<file path="config.mk">
export PLATFORM = sky130hd
export DESIGN_NAME = page_track_table
export DESIGN_NICKNAME = d
export VERILOG_FILES = /design/src/rtl/page_track_table.sv
export SDC_FILE = /design/constraint.sdc
export NUM_CORES = 1
export LEC_CHECK = 0
export ABC_CLOCK_PERIOD_IN_PS = 9800
export CELL_PAD_IN_SITES_DETAIL_PLACEMENT = 1
export CELL_PAD_IN_SITES_GLOBAL_PLACEMENT = 2
export CORE_MARGIN = 1.5
export CORE_UTILIZATION = 41
export CTS_CLUSTER_SIZE = 30
export DETAILED_ROUTE_END_ITERATION = 12
export PLACE_DENSITY = 0.85
export SLEW_MARGIN = 20
export SYNTH_ARGS = -nofsm -noshare
export SYNTH_HDL_FRONTEND = slang
export SYNTH_SLANG_ARGS = --single-unit
</file>
<file path="constraint.sdc">
create_clock -name clk -period 9.8 [get_ports clk]
set_input_delay 1.96 -clock clk [delete_from_list [all_inputs] [get_ports clk]]
set_output_delay 1.96 -clock clk [all_outputs]
set_load 0.01 [all_outputs]
</file>
<file path="src/rtl/page_track_table.sv">
module page_track_table #(
  parameter int RANKS = 4,
  parameter int BANKS = 8,
  parameter int ROW_W = 15
) (
  input  logic                     clk,
  input  logic                     rst_n,
  input  logic                     bank8_mode,
  input  logic                     act_valid,
  input  logic [$clog2(RANKS)-1:0] act_rank,
  input  logic [$clog2(BANKS)-1:0] act_bank,
  input  logic [ROW_W-1:0]         act_row,
  input  logic                     pre_valid,
  input  logic [$clog2(RANKS)-1:0] pre_rank,
  input  logic [$clog2(BANKS)-1:0] pre_bank,
  input  logic                     pre_all_valid,
  input  logic [$clog2(RANKS)-1:0] pre_all_rank,
  input  logic                     ref_valid,
  input  logic [$clog2(RANKS)-1:0] lk_rank,
  input  logic [$clog2(BANKS)-1:0] lk_bank,
  input  logic [ROW_W-1:0]         lk_row,
  output logic                     pg_hit,
  output logic                     pg_miss,
  output logic                     pg_empty,
  output logic [ROW_W-1:0]         cur_row
);
  localparam int RANK_W  = $clog2(RANKS);
  localparam int BANK_W  = $clog2(BANKS);
  localparam int ENTRIES = RANKS * BANKS;
  localparam int IDX_W   = RANK_W + BANK_W;

  logic [BANK_W-1:0]             bmask;
  logic [IDX_W-1:0]              a_idx, p_idx, l_idx;
  logic [ENTRIES-1:0]            open_q;
  logic [ENTRIES-1:0][ROW_W-1:0] row_q;

  assign bmask = bank8_mode ? {BANK_W{1'b1}} : {1'b0, {(BANK_W-1){1'b1}}};
  assign a_idx = {act_rank, act_bank & bmask};
  assign p_idx = {pre_rank, pre_bank & bmask};
  assign l_idx = {lk_rank,  lk_bank  & bmask};

  for (genvar e = 0; e < ENTRIES; e++) begin : g_ent
    localparam logic [RANK_W-1:0] ER = RANK_W'(e / BANKS);
    logic do_act, do_cls;
    assign do_act = act_valid && (a_idx == IDX_W'(e));
    assign do_cls = ref_valid || (pre_all_valid && pre_all_rank == ER)
                 || (pre_valid && p_idx == IDX_W'(e));
    always_ff @(posedge clk) begin
      if (!rst_n) begin
        open_q[e] <= 1'b0;
        row_q[e]  <= '0;
      end else if (do_act) begin
        open_q[e] <= 1'b1;
        row_q[e]  <= act_row;
      end else if (do_cls) begin
        open_q[e] <= 1'b0;
      end
    end
  end

  logic l_open, l_match;
  assign l_open   = open_q[l_idx];
  assign l_match  = row_q[l_idx] == lk_row;
  assign pg_empty = !l_open;
  assign pg_hit   = l_open && l_match;
  assign pg_miss  = l_open && !l_match;
  assign cur_row  = l_open ? row_q[l_idx] : '0;
endmodule

</file>
* Yosys cells after proc, flatten, opt, wreduce, memory -nomap -nowiden
Index checks and enable logic that the tools add are counted. W data, S select, Z words.
Word-level totals: bits in registers 512, input port bits 54
Operators by class: order comparisons 1, equal/unequal tests 66, multiplexer cells 70, bitwise logic cells 3, reduce and logical (&&, ||, !) cells 143
Operator list (count):
- $eq A5 B5 Y1 const B | 32
- $eq A5 B4 Y1 const B | 16
- $bmux W15 S5 | 1
- $logic_and A1 B1 Y1 | 70
- $mux W1 | 65
- $reduce_bool A2 Y1 | 32
- $eq A5 B3 Y1 const B | 8
- $logic_or A1 B1 Y1 | 36
- $mux W15 | 2
- $eq A5 B2 Y1 const B | 4
- $eq A15 B15 Y1 | 1
- $eq A5 B1 Y1 const B | 2
- $logic_not A5 Y1 | 2
- $and A3 B3 Y3 | 3
- $lt A5 B6 Y1 const B | 1
- $bmux W1 S5 | 1
- $eq A2 B2 Y1 const B | 2
- $mux W3 | 1
- $eq A2 B1 Y1 const B | 1
- $logic_not A1 Y1 | 2
- $logic_not A2 Y1 | 1

* Depth between registers and ports, before layout
word-level depth 7, gate-level depth with buffers 12, depth with buffers taken out 8

* Least setup slack after synthesis
Ideal clock, no wire load.
path kind input-to-output, start in lk_bank[0], end out pg_hit, data arrival time 4.510 ns, required time 7.840 ns, path slack 3.330 ns, cell stages on the path 9, buffers on the path 3, path through buf_2 > buf_1 > buf_2 > mux4_2 > mux2i_1 > xor2_1 > nand3_1 > nor4_2 > nor2b_1
On the way: word-level cells in the longest chain between the ends 5
Ends and longest elaborated chain:
- start: declaration | RTL line 20 | input logic [$clog2(BANKS)-1:0] lk_bank,
- $and A3 B3 Y3 * | RTL line 40 | assign l_idx = {lk_rank, lk_bank & bmask};
- $bmux W15 S5 | RTL line 63 | assign l_match = row_q[l_idx] == lk_row;
- $mux W15 (not written as such) | RTL line 63
- $eq A15 B15 Y1 | RTL line 63
- $logic_and A1 B1 Y1 * | RTL line 65 | assign pg_hit = l_open && l_match;
- end: declaration | RTL line 22 | output logic pg_hit,
Mark *: on every way between the ends. The rest lies on a longest branch, timed or not. The select of a mux whose other input is x is not followed.

* Worst setup path in the final report
start in bank8_mode, end out pg_hit
On the way: word-level cells in the longest chain between the ends 6
Ends and longest elaborated chain:
- start: declaration | RTL line 8 | input logic bank8_mode,
- $mux W3 * | RTL line 37 | assign bmask = bank8_mode ? {BANK_W{1'b1}} : {1'b0, {(BANK_W-1){1'b1}}};
- $and A3 B3 Y3 * | RTL line 40
- $bmux W15 S5 | RTL line 63
- $mux W15 (not written as such) | RTL line 63
- $eq A15 B15 Y1 | RTL line 63
- $logic_and A1 B1 Y1 * | RTL line 65
Marks and branches as above.

==> impl_table.tex <==
\begin{tabular}{lr}
\hline
Metric & Value \\
\hline
\multicolumn{2}{l}{\textbf{Synth}} \\
\quad Dominant combinational cell family by area after synthesis & simple AND/OR/NAND/NOR gates \\
\quad Most repeated cell in the gate-level netlist after synthesis & sky130\_fd\_sc\_hd\_\_nand2\_1 \\
\quad Complex-gate fraction of the synthesized area & roughly 19\% \\
\quad Leading area contributor after synthesis & sky130\_fd\_sc\_hd\_\_dfxtp\_1 \\
\quad Mean Syn Cell Area & 8.54 um\^{}2 \\
\quad Synthesized instance count & $\sim$2800 \\
\quad Cell types with the largest area share after synthesis & sky130\_fd\_sc\_hd\_\_dfxtp\_1 (43\%), sky130\_fd\_sc\_hd\_\_nand2\_1 (16\%), sky130\_fd\_sc\_hd\_\_a21boi\_0 (16\%) \\
\quad Distinct cell type count of the synthesized netlist & 29 \\
\quad Yosys warnings & 0 \\
\quad Adder-cell share of the synthesized area & 0\% \\
\quad Flip-flop cell with the highest count after synthesis & sky130\_fd\_sc\_hd\_\_dfxtp\_1 \\
\quad Count of state elements after synthesis & between 500 and 600 \\
\quad Post-synthesis share of cell area spent on and, or, nand and nor gates & 19.4\% \\
\quad Share of synthesized area occupied by flip-flops and latches & 43.5\% \\
\quad Ranking of synthesized cells by instance count & sky130\_fd\_sc\_hd\_\_nand2\_1 (1034), sky130\_fd\_sc\_hd\_\_a21boi\_0 (513), sky130\_fd\_sc\_hd\_\_dfxtp\_1 (512), sky130\_fd\_sc\_hd\_\_clkbuf\_1 (191), sky130\_fd\_sc\_hd\_\_mux2i\_1 (136) \\
\quad Netlist Area Pre-Place & roughly 24000 um\^{}2 \\
\quad XOR/XNOR Fraction of Synth Area & 0.557\% \\
\quad Area share of the largest cell type after synthesis & 43.5\% \\
\quad Post-synthesis mux area share & 13.4\% \\
\quad Number of synthesized flops with an enable pin & 0 \\
\quad Net count after synthesis & approximately 2800 \\
\quad Async S/R FF share, synth & 0\% \\
\multicolumn{2}{l}{\textbf{Place}} \\
\quad PortBufs & 71 \\
\quad GPL Wtd Cong & 0.899 \\
\quad Sum of net half-perimeters after detailed placement & around 62000 um \\
\quad Post-place instance area & around 25000 um\^{}2 \\
\quad Worst setup slack after placement & roughly 1200 ps \\
\quad Number of placed instances, taps included & 3396 \\
\multicolumn{2}{l}{\textbf{Clocking}} \\
\quad Clock Latency Late Sink & roughly 620 ps \\
\quad Post-CTS clock slew at the launch and capture registers of the worst setup and hold paths & 60 ps \\
\quad Gates resized, CTS repair & 0 \\
\quad Number of post-CTS setup repair buffers & 0 \\
\quad Maximum number of buffers from clock root to sink & 3 \\
\quad \# hold bufs at CTS & 0 \\
\quad Num CTS Buffers & 58 \\
\quad Library cell used as clock root buffer & sky130\_fd\_sc\_hd\_\_clkbuf\_16 \\
\quad H-tree lvl count & 2 \\
\quad CTS tree & yes \\
\quad Clock Sinks & 512 \\
\multicolumn{2}{l}{\textbf{Final layout}} \\
\quad Count of fill cells added during filler insertion & 6550 \\
\quad Post-route cell area & 26800 um\^{}2 \\
\quad Layout net count & $\sim$2800 \\
\quad Post-route insts no fill & about 3500 \\
\quad Post-synthesis to final-layout area growth & 13.7\% \\
\quad Antenna cell count & 0 \\
\quad Share of layout cells above drive strength 1 & under 10\% \\
\multicolumn{2}{l}{\textbf{Timing}} \\
\quad Slew @ Worst Pin & about 1200 ps \\
\quad Number of endpoints failing setup at the final stage & 0 \\
\quad Pins Over Slew Limit & 0 \\
\quad Unrepaired setup endpoints after global routing & false \\
\quad Final hold violations & 0 \\
\quad Setup WS post-layout & roughly 1100 ps \\
\quad Worst Skew & 0 ps \\
\quad Maximum clock frequency & around 0.12 GHz \\
\quad Min Tclk post-route & roughly 8700 ps \\
\quad Remaining max-slew budget at the tightest pin & 20.7\% \\
\quad Final-layout setup total negative slack & 0 ps \\
\quad Post-route clock period utilization & between 80\% and 90\% \\
\multicolumn{2}{l}{\textbf{Outcome}} \\
\quad Status & complete, no violations \\
\multicolumn{2}{l}{\textbf{Drt}} \\
\quad Remaining routing DRC violations & 0 \\
\quad Drt first pass iters & 5 \\
\quad Vias post-DR & 20800 \\
\quad Post-Route M1 WL & around 40000 um \\
\quad DRT antenna net count & 0 \\
\quad Detail-routed via count per cell & a little under 6 \\
\quad Routed WL per cell & between 20 and 30 um \\
\quad Drt total wl & 95100 um \\
\quad Met2 routed wirelength & 43100 um \\
\quad Met3 wire length & about 7700 um \\
\quad Highest routing layer actually used & met5 \\
\quad Drt initial violations & 1651 \\
\multicolumn{2}{l}{\textbf{Die}} \\
\quad Count of standard-cell rows & 87 \\
\quad Die extent in y & about 240 um \\
\quad Area of the core & 56600 um\^{}2 \\
\quad Ports & a little over 70 \\
\quad Initial core utilization & 41.7\% \\
\quad Width of the die & approximately 240 um \\
\quad Total Die Area & between 50000 and 60000 um\^{}2 \\
\multicolumn{2}{l}{\textbf{Pwr}} \\
\quad Total power divided by cell area & between 150 and 200 nW/um\^{}2 \\
\quad Worst IR drop on VDD & $\sim$130 uV \\
\quad Static leakage & 8.74 nW \\
\multicolumn{2}{l}{\textbf{Global route}} \\
\quad Largest net degree at the start of global routing & 298 \\
\quad All-layer global routing usage & a little under a third \\
\quad Wire length of the first global-routing pass & roughly 140000 um \\
\quad Antenna violations before repair & 1 \\
\quad Global-route congestion overflow total & 0 \\
\quad Via count of the first global-routing pass & about 21000 \\
\multicolumn{2}{l}{\textbf{Critical path}} \\
\quad Startpoint-to-endpoint class of the critical path & input pin to output pin \\
\quad Slowest cell on crit path & sky130\_fd\_sc\_hd\_\_clkdlybuf4s50\_1 \\
\quad CP endpoint kind & output pin \\
\quad Data arrival at the endpoint of the critical path & 6690 ps \\
\quad Kind of start point of the critical path & input pin \\
\quad Critical path peak fanout & 25 \\
\quad Biggest cell delay along the critical path & approximately 770 ps \\
\quad CP Data Required Time & just under 8000 ps \\
\quad Critical-path cell list & clkdlybuf4s50\_1 > nand2\_4 > buf\_12 > mux4\_2 > mux4\_2 > mux2i\_1 > xor2\_1 > nand3\_1 > nor4\_2 > nor2b\_1 > clkdlybuf4s50\_1 \\
\multicolumn{2}{l}{\textbf{Job}} \\
\quad Number of max-capacitance violations reported & 0 \\
\multicolumn{2}{l}{\textbf{Min path}} \\
\quad Type of the tightest min-delay check & flop to flop \\
\hline
\end{tabular}
[placed cells by master, fill, tap and decap left out, drive strengths merged, types with 4 or more instances in the layout]
cell and instances:
nor2 57, nor3 4, xor2 9, a21boi 513, nand2 1035, bufinv 9, a21oi 35, a31oi 4
clkinv 7, buf 43, clkbuf 89, nand4 4, mux2i 136, nor2b 9, mux4 80, a22oi 64
nand3 37, nand2b 9, nor4 7, clkdlybuf4s50 64, or2 4, dfxtp 512, xnor2 6
[per-layer routing]
metal  vias to the layer above  GRT usage (%)
li1                       9180              -
met1                     10600           41.5
met2                       836           51.1
met3                       209           6.79
met4                         2           13.7
met5                         -              0
[worst max-delay path, delay by kind of cell]
kind                      cells  cell delay, ps
muxes                         3            1270
buffers and inverters         3            1620
and+or+nand+nor               4            1490
xor gates and xnor gates      1             300
[per-stage QoR]
stage          total power, mW  utilization (%)  hold WS, ps
2_1_floorplan             2.35                -          440
3_3_place_gp              2.47             43.6          450
3_5_place_dp              2.48             43.6          460
4_1_cts                   4.83             47.3          467
5_1_grt                   4.93             47.4          482
6_report                  4.81             47.4          462
[sequential cells by signal, summed over array words and instances, names as in the netlist]
register,flops
row_q,480
open_q,32
[power breakdown]
group          switching [mW]  internal, mW
Combinational           0.216         0.119
Clock                   0.913          1.46
Sequential            0.00905          2.10
Total                    1.14          3.67
[cells by family after synthesis]
group | count (synthesis)
flops | 512
mux | 216
simple gates | 1174
xor+xnor | 15
buf+inv | 229
compound gates | 616
[final cells by class]
class / count / area (um^2) / share of cell area, %
clock buffers: 89 / 1750 / 6.53
clock inverters: 16 / 305 / 1.14
inverters: 2 / 7.51 / 0.0280
multi-input cells: 2021 / 12500 / 46.6
flip-flops and latches: 512 / 10200 / 38.2
well taps: 756 / 946 / 3.53
repair buffers: 107 / 1070 / 3.99
[path summary, 6_finish.rpt]
path,startpoint,to,slack [ps],cells past startpoint
worst min-delay path,row_q[412],row_q[412],460,2
worst max register to register,row_q[137],row_q[137],8990,2
worst max-delay path,bank8_mode,pg_hit,1150,11
worst min register to register,row_q[412],row_q[412],460,2
Power figures use the tool's default switching activity.
